**src/rtl/soft_irq_pkg.sv**
```systemverilog
package soft_irq_pkg;

  typedef enum logic [1:0] {
    OP_LOAD  = 2'b00,
    OP_SET   = 2'b01,
    OP_CLEAR = 2'b10,
    OP_NONE  = 2'b11
  } wr_op_e;

endpackage

```
**src/rtl/soft_irq_pend_reg.sv**
```systemverilog
module soft_irq_pend_reg
  import soft_irq_pkg::*;
#(
  parameter int PEND_W = 17
) (
  input  logic              clk,
  input  logic              rst_n,
  input  logic              wr_en,
  input  logic [1:0]        wr_sel,
  input  logic [PEND_W-1:0] wr_data,
  input  logic              tmr_set,
  output logic [PEND_W-1:0] pend_q
);

  localparam int TBIT = PEND_W - 1;

  logic [PEND_W-1:0] alias_res;
  logic [PEND_W-1:0] tmr_mask;
  logic [PEND_W-1:0] pend_d;

  // Apply the alias operation first, then the timer strobe.
  always_comb begin
    alias_res = pend_q;
    if (wr_en) begin
      unique case (wr_op_e'(wr_sel))
        OP_LOAD:  alias_res = wr_data;
        OP_SET:   alias_res = pend_q | wr_data;
        OP_CLEAR: alias_res = pend_q & ~wr_data;
        default:  alias_res = pend_q;
      endcase
    end
  end

  always_comb begin
    tmr_mask       = '0;
    tmr_mask[TBIT] = tmr_set;
    pend_d         = alias_res | tmr_mask;
  end

  always_ff @(posedge clk) begin
    if (!rst_n) pend_q <= '0;
    else        pend_q <= pend_d;
  end

endmodule

```
**src/rtl/soft_irq_pil_reg.sv**
```systemverilog
module soft_irq_pil_reg #(
  parameter int PIL_W   = 4,
  parameter int PIL_RST = 15
) (
  input  logic             clk,
  input  logic             rst_n,
  input  logic             pil_we,
  input  logic [PIL_W-1:0] pil_wdata,
  output logic [PIL_W-1:0] pil_q
);

  always_ff @(posedge clk) begin
    if (!rst_n)      pil_q <= PIL_W'(PIL_RST);
    else if (pil_we) pil_q <= pil_wdata;
  end

endmodule

```
**src/rtl/soft_irq_mask.sv**
```systemverilog
module soft_irq_mask #(
  parameter int PIL_W      = 4,
  parameter int NLVL       = 16,
  parameter int TMR_THRESH = 14
) (
  input  logic [NLVL:0]    pend,
  input  logic [PIL_W-1:0] pil,
  output logic [NLVL:0]    req
);

  localparam int CW = PIL_W + 1;

  logic [CW-1:0] pil_x;
  logic          fixed_ok;

  assign pil_x    = {1'b0, pil};
  assign fixed_ok = pil_x < CW'(TMR_THRESH);

  // Timer levels at both ends use the fixed threshold.
  assign req[0]    = pend[0]    & fixed_ok;
  assign req[NLVL] = pend[NLVL] & fixed_ok;

  // Ordinary levels compare their own index against the floor.
  for (genvar i = 1; i < NLVL; i++) begin : g_lvl
    localparam logic [CW-1:0] IDX = CW'(i);
    assign req[i] = pend[i] & (IDX > pil_x);
  end

endmodule

```
**src/rtl/soft_irq_ctrl.sv**
```systemverilog
module soft_irq_ctrl #(
  parameter int PIL_W      = 4,
  parameter int TMR_THRESH = 14
) (
  input  logic                     clk,
  input  logic                     rst_n,
  input  logic                     wr_en,
  input  logic [1:0]               wr_sel,
  input  logic [(1<<PIL_W):0]      wr_data,
  input  logic                     pil_we,
  input  logic [PIL_W-1:0]         pil_wdata,
  input  logic                     tmr_set,
  output logic [(1<<PIL_W):0]      pend_q,
  output logic [PIL_W-1:0]         pil_q,
  output logic [(1<<PIL_W):0]      irq_req
);

  localparam int NLVL    = 1 << PIL_W;
  localparam int PEND_W  = NLVL + 1;
  localparam int PIL_RST = NLVL - 1;

  soft_irq_pend_reg #(.PEND_W(PEND_W)) u_pend (
    .clk     (clk),
    .rst_n   (rst_n),
    .wr_en   (wr_en),
    .wr_sel  (wr_sel),
    .wr_data (wr_data),
    .tmr_set (tmr_set),
    .pend_q  (pend_q)
  );

  soft_irq_pil_reg #(.PIL_W(PIL_W), .PIL_RST(PIL_RST)) u_pil (
    .clk       (clk),
    .rst_n     (rst_n),
    .pil_we    (pil_we),
    .pil_wdata (pil_wdata),
    .pil_q     (pil_q)
  );

  soft_irq_mask #(.PIL_W(PIL_W), .NLVL(NLVL), .TMR_THRESH(TMR_THRESH)) u_mask (
    .pend (pend_q),
    .pil  (pil_q),
    .req  (irq_req)
  );

endmodule

```
**config.mk**
```make
export PLATFORM = sky130hd
export DESIGN_NAME = soft_irq_ctrl
export DESIGN_NICKNAME = d
export VERILOG_FILES = /design/src/rtl/soft_irq_pkg.sv /design/src/rtl/soft_irq_pend_reg.sv /design/src/rtl/soft_irq_pil_reg.sv /design/src/rtl/soft_irq_mask.sv /design/src/rtl/soft_irq_ctrl.sv
export SDC_FILE = /design/constraint.sdc
export NUM_CORES = 1
export LEC_CHECK = 0
export BUFFER_PORTS_ARGS = -buffer_cell sky130_fd_sc_hd__buf_2
export CAP_MARGIN = 20
export CORE_UTILIZATION = 43
export CTS_CLUSTER_DIAMETER = 150
export CTS_CLUSTER_SIZE = 40
export DETAILED_ROUTE_END_ITERATION = 12
export GPL_TIMING_DRIVEN = 1
export PLACE_DENSITY = 0.83
export SLEW_MARGIN = 20
export SYNTH_ARGS = -nofsm -noshare
export SYNTH_HDL_FRONTEND = slang
export SYNTH_SLANG_ARGS = --single-unit
```
**constraint.sdc**
```tcl
create_clock -name clk -period 1.1 [get_ports clk]
set_input_delay 0.055 -clock clk [delete_from_list [all_inputs] [get_ports clk]]
set_output_delay 0.055 -clock clk [all_outputs]
set_load 0.01 [all_outputs]
```
[Word-level counts from Yosys, hierarchy flattened]
Index checks and enable logic that the tools add are counted.
Storage, ports and cells
  flip-flop bits (word level): 21
  latch bits: 0
  bits in writable memories: 0
  bits in read-only memories: 0
  input bits: 28
  output and inout port bits: 38
  word-level logic and storage cells: 44
  memories: 0
Cells by class
  add/sub/neg operators: 0
  multipliers: 0
  div/mod/pow operators: 0
  order comparisons: 16
  eq/ne operators: 2
  shift-type cells: 0
  mux-type cells: 2
  bitwise operators: 21
  reductions and logical operators: 1
Operator list (number)
  $pmux 17 s3: 1
  $or 17x17->17: 2
  $gt 4x4->1 const A: 8
  $and 1x1->1: 17
  $and 17x17->17: 1
  $mux 17: 1
  $not 17->17: 1
  $gt 3x4->1 const A: 4
  $gt 2x4->1 const A: 2
  $gt 1x4->1 const A: 1
  $lt 4x4->1 const B: 1
  $eq 2x1->1 const B: 1
  $eq 2x2->1 const B: 1
  $logic_not 2->1: 1

[Logic depth before layout (Yosys ltp)]
  word-level depth: 5
  mapped depth: 5
  gate-level depth less buffers: 3

[Hierarchy]
Synthesis repeated with hierarchy kept, for this count alone.
Unflattened totals
  cell total of the unflattened synthesis: 158
  area, all modules: 1216.2 sq um
Modules (own cells, without submodules)
  soft_irq_pend_reg: times used 1, cells each 113, area an instance 859.6 sq um, sequential area each 340.3 sq um
  soft_irq_mask: times used 1, cells each 32, area an instance 216.5 sq um, sequential area each 0.0 sq um
  soft_irq_pil_reg: times used 1, cells each 13, area an instance 140.1 sq um, sequential area each 80.1 sq um

[Least setup slack after synthesis]
Ideal clock, no wire load.
  path kind: flip-flop to output port
  start: register u_pil.pil_q[1]
  end: output irq_req[2]
  data arrival time: 979 ps
  path slack: 66 ps
  stages on the path, launching flop included: 3
  cells stage by stage: dfxtp_1 -> buf_2 -> nor4b_1
On the way
  cells in the longest elaborated chain, start to end: 2
RTL lines
  start: declaration: line soft_irq_pil_reg.sv:9  | output logic [PIL_W-1:0] pil_q
  start signal: assignment: line soft_irq_pil_reg.sv:13  | if (!rst_n) pil_q <= PIL_W'(PIL_RST);
  start signal: assignment: line soft_irq_pil_reg.sv:14  | else if (pil_we) pil_q <= pil_wdata;
  $gt 2x4->1: line soft_irq_mask.sv:26  | assign req[i] = pend[i] & (IDX > pil_x);
  $and 1x1->1: line soft_irq_mask.sv:26
  end: declaration: line soft_irq_ctrl.sv:15  | output logic [(1<<PIL_W):0] irq_req
Every way passes these cells.

[Worst setup path after layout]
  start: register u_pil.pil_q[1]
  end: output irq_req[11]
On the way
  cells in the longest elaborated chain, start to end: 2
RTL lines (line)
  $gt 4x4->1: soft_irq_mask.sv:26
  $and 1x1->1: soft_irq_mask.sv:26
Every way passes these cells.

==> impl_metrics.csv <==
group,metric,value,unit
critical_path,end_kind,"primary output",
floorplan,fp.dieW,54.4,µm
sta,tns,-2780,ps
finish,final_cells,257,
logic_synthesis,synthAdderAreaFrac,0,%
floorplan,die_h,54.4,µm
placed_design,place_area,0.00150,mm²
logic_synthesis,synth_top_family_by_area,"compound AO/OA/AOI/OAI gates",
cts,clock_latency,300,ps
global_routing,grt_pass1_vias,1134,
logic_synthesis,synth.net_count,185,
power,p_leak,0.885,nW
sta,layout_setup_ws,-204,ps
floorplan,core_area,0.00252,mm²
logic_synthesis,synthArstFlopShare,0,%
drt,vias,1325,
sta,rsz0062_at_grt,"yes",
logic_synthesis,synth_ff_type,"dfxtp_1",
critical_path,r2r_slack,170,ps
global_routing,top_usage_layer,"met2",
placed_design,pre_cts_ws,37.7,ps
critical_path,crit_arrival,1250,ps
logic_synthesis,synth.top_cell.area_share,35.7,%
placed_design,port_buffers,65,
drt,routed_wl,3340,µm
cts,htree_levels,1,
status,violations,"hold timing, setup timing",
logic_synthesis,ys_types,32,
sta,worst_clock_skew,0,ps
logic_synthesis,ys_warn_count,0,
floorplan,start_util,46.7,%
finish,fill_cells,229,
global_routing,grt_first_pass_wirelength,5000,µm
floorplan,ioPinCount,66,
finish,drive_above_1_share,44.9,%
logic_synthesis,syn_area_per_cell,7.51,µm²
critical_path,critical_path.max_fanout,6,
sta,fin_crit,1300,ps
min_path,worstHoldEndpoint,"u_pend.pend_q[2]",
floorplan,die_area,0.00295,mm²
logic_synthesis,synthCells,157,
global_routing,grtUsageMet1,28.5,%
sta,max_freq,767,MHz
power,vdd_drop_max,621,µV
logic_synthesis,post-synth-top-count-cell,"nand2_1",
logic_synthesis,synthMuxAreaShare,3.40,%
job,cap_violations,0,
cts,clk_pin_slew,120,ps
finish,syn_to_final_growth,44.2,%
logic_synthesis,synth_simple_gate_area_share,22.1,%
critical_path,crit_type,"register to primary output",
sta,relSlewSlack,77.6,%
sta,tightest_slew,335,ps
sta,period_share,119,%
sta,drv_slew,0,
drt,drt_iter0_markers,54,
global_routing,met3_usage,2.22,%
critical_path,worstReg2RegEnd,"u_pil.pil_q[1]",
critical_path,cp-start-kind,"register",
global_routing,met2_usage,42.5,%
sta,hold_ws,-0.515,ps
logic_synthesis,synth.area.top_cells,"dfxtp_1 36%, nand2_1 12%, o22ai_1 8.0%",
logic_synthesis,netlist_area,0.00118,mm²
sta,setup_viol,18,
drt,post_drt_wl_per_cell,13.0,µm
power,p_total,1.63,mW
critical_path,required,1040,ps
finish,num-nets-final,256,
global_routing,grt-ovfl-total,0,
global_routing,track_usage,23.4,%
logic_synthesis,synth_compound_area_share,25.4,%
cts,cts-root-buf,"clkbuf_4",
min_path,hp-class,"input port to register",
drt,remaining_drc_errors,0,
min_path,min_path_cells,3,
cts,ctsLongestPathBuffers,2,
min_path,hp-start,"wr_data[2]",
drt,dr.pass1.iters,6,
logic_synthesis,synth_edf_count,0,
power,powerDensity,961,mW/mm²
logic_synthesis,ys_ff_latch,21,
sta,hold_viol_final,1,
floorplan,num_rows,18,
cts,cts_sinks,21,
global_routing,antenna_found_initial,0,
finish,diodes,0,
placed_design,detailed_place_hpwl,2170,µm
global_routing,grt_start_max_net_pins,38,
critical_path,r2r-start,"u_pil.pil_q[1]",
logic_synthesis,yosys.area.top_type,"dfxtp_1",
cts,numCtsBuffers,3,
logic_synthesis,synthTopCellsByCount,"38 x nand2_1, 21 x dfxtp_1, 18 x inv_1",
finish,fin_util,67.4,%
logic_synthesis,ys_seq_area_share,35.7,%
logic_synthesis,synth_xor_area_share,0,%
placed_design,dpl.cell_count,244,
placed_design,gp_congestion,0.773,
status,status,"finished, violations left",
cts,cts_tree,"yes",
critical_path,reg2reg_depth,4,
finish,design_area,0.00170,mm²
drt,routed_via_density,5.16,
drt,antenna_left,0,
## registers in the layout (all words and copies together), names as in the netlist
register       flops
u_pend.pend_q     17
u_pil.pil_q        4
## critical path, cell delays in order (launching register included)
cell and delay [ps]:
dfxtp_4 400, nand2_1 120, nand2b_1 90, a21boi_1 170, buf_2 180
## cells in the final DEF (no fill, tap or decap), drive strengths merged
master       count
a211oi           1
a21boi           2
a311oi           1
a21oi           16
a31oi            1
o22ai           16
o31ai            1
nand2b           2
nor2b            2
clkinv           1
clkbuf           3
and2             7
buf             73
and3b            1
dlygate4sd3      6
nor4b            1
o21ai            3
nor2             2
nand2           39
nand3            1
o21a             2
mux2i            4
and3             2
dfxtp           21
inv             19
## power breakdown
group | internal (mW) | leakage, nW | switching (mW)
clock network | 0.135 | 0.0177 | 0.243
logic | 0.193 | 0.695 | 0.211
registers | 0.801 | 0.172 | 0.0492
## cells by family after synthesis
group                  Yosys count
AOI/OAI and AO/OA               43
DFF                             21
muxes                            4
buffers and inverters           32
and+or+nand+nor                 57
## cell type report
type,instances,area [µm²],share of cell area (%)
multi-input combinational,104,644,37.9
clock inverter,1,5.00,0.295
tap,30,37.5,2.21
inverter,19,71.3,4.20
sequential,21,433,25.5
timing repair buffer,79,485,28.6
clock buffer,3,22.5,1.33
## worst max path at each step
stage | startpoint | end | depth (start not counted)
global placement | u_pil.pil_q[1] | irq_req[0] | 3
finish | u_pil.pil_q[1] | irq_req[11] | 4
floorplan | u_pil.pil_q[1] | irq_req[2] | 2
detailed placement | u_pil.pil_q[1] | irq_req[0] | 3
CTS | u_pil.pil_q[2] | irq_req[15] | 4
global route | u_pil.pil_q[1] | irq_req[11] | 4
## what timing repair did
item,CTS,global route
hold buffers,6,0
setup endpoints to repair,19,18
gates resized for setup,22,8
hold endpoints to repair,6,0
cloned,0,0
buffers inserted,3,0
pin swaps,8,0
## routing by layer
layer  vias to the layer above  share of wire [%]
met1                       604                 42
met2                        55                 50
met4                         0                1.6
met5                         -                  0
met3                         7                5.4
li1                        659                  -
Note: power is estimated with default switching activity, not from simulation.
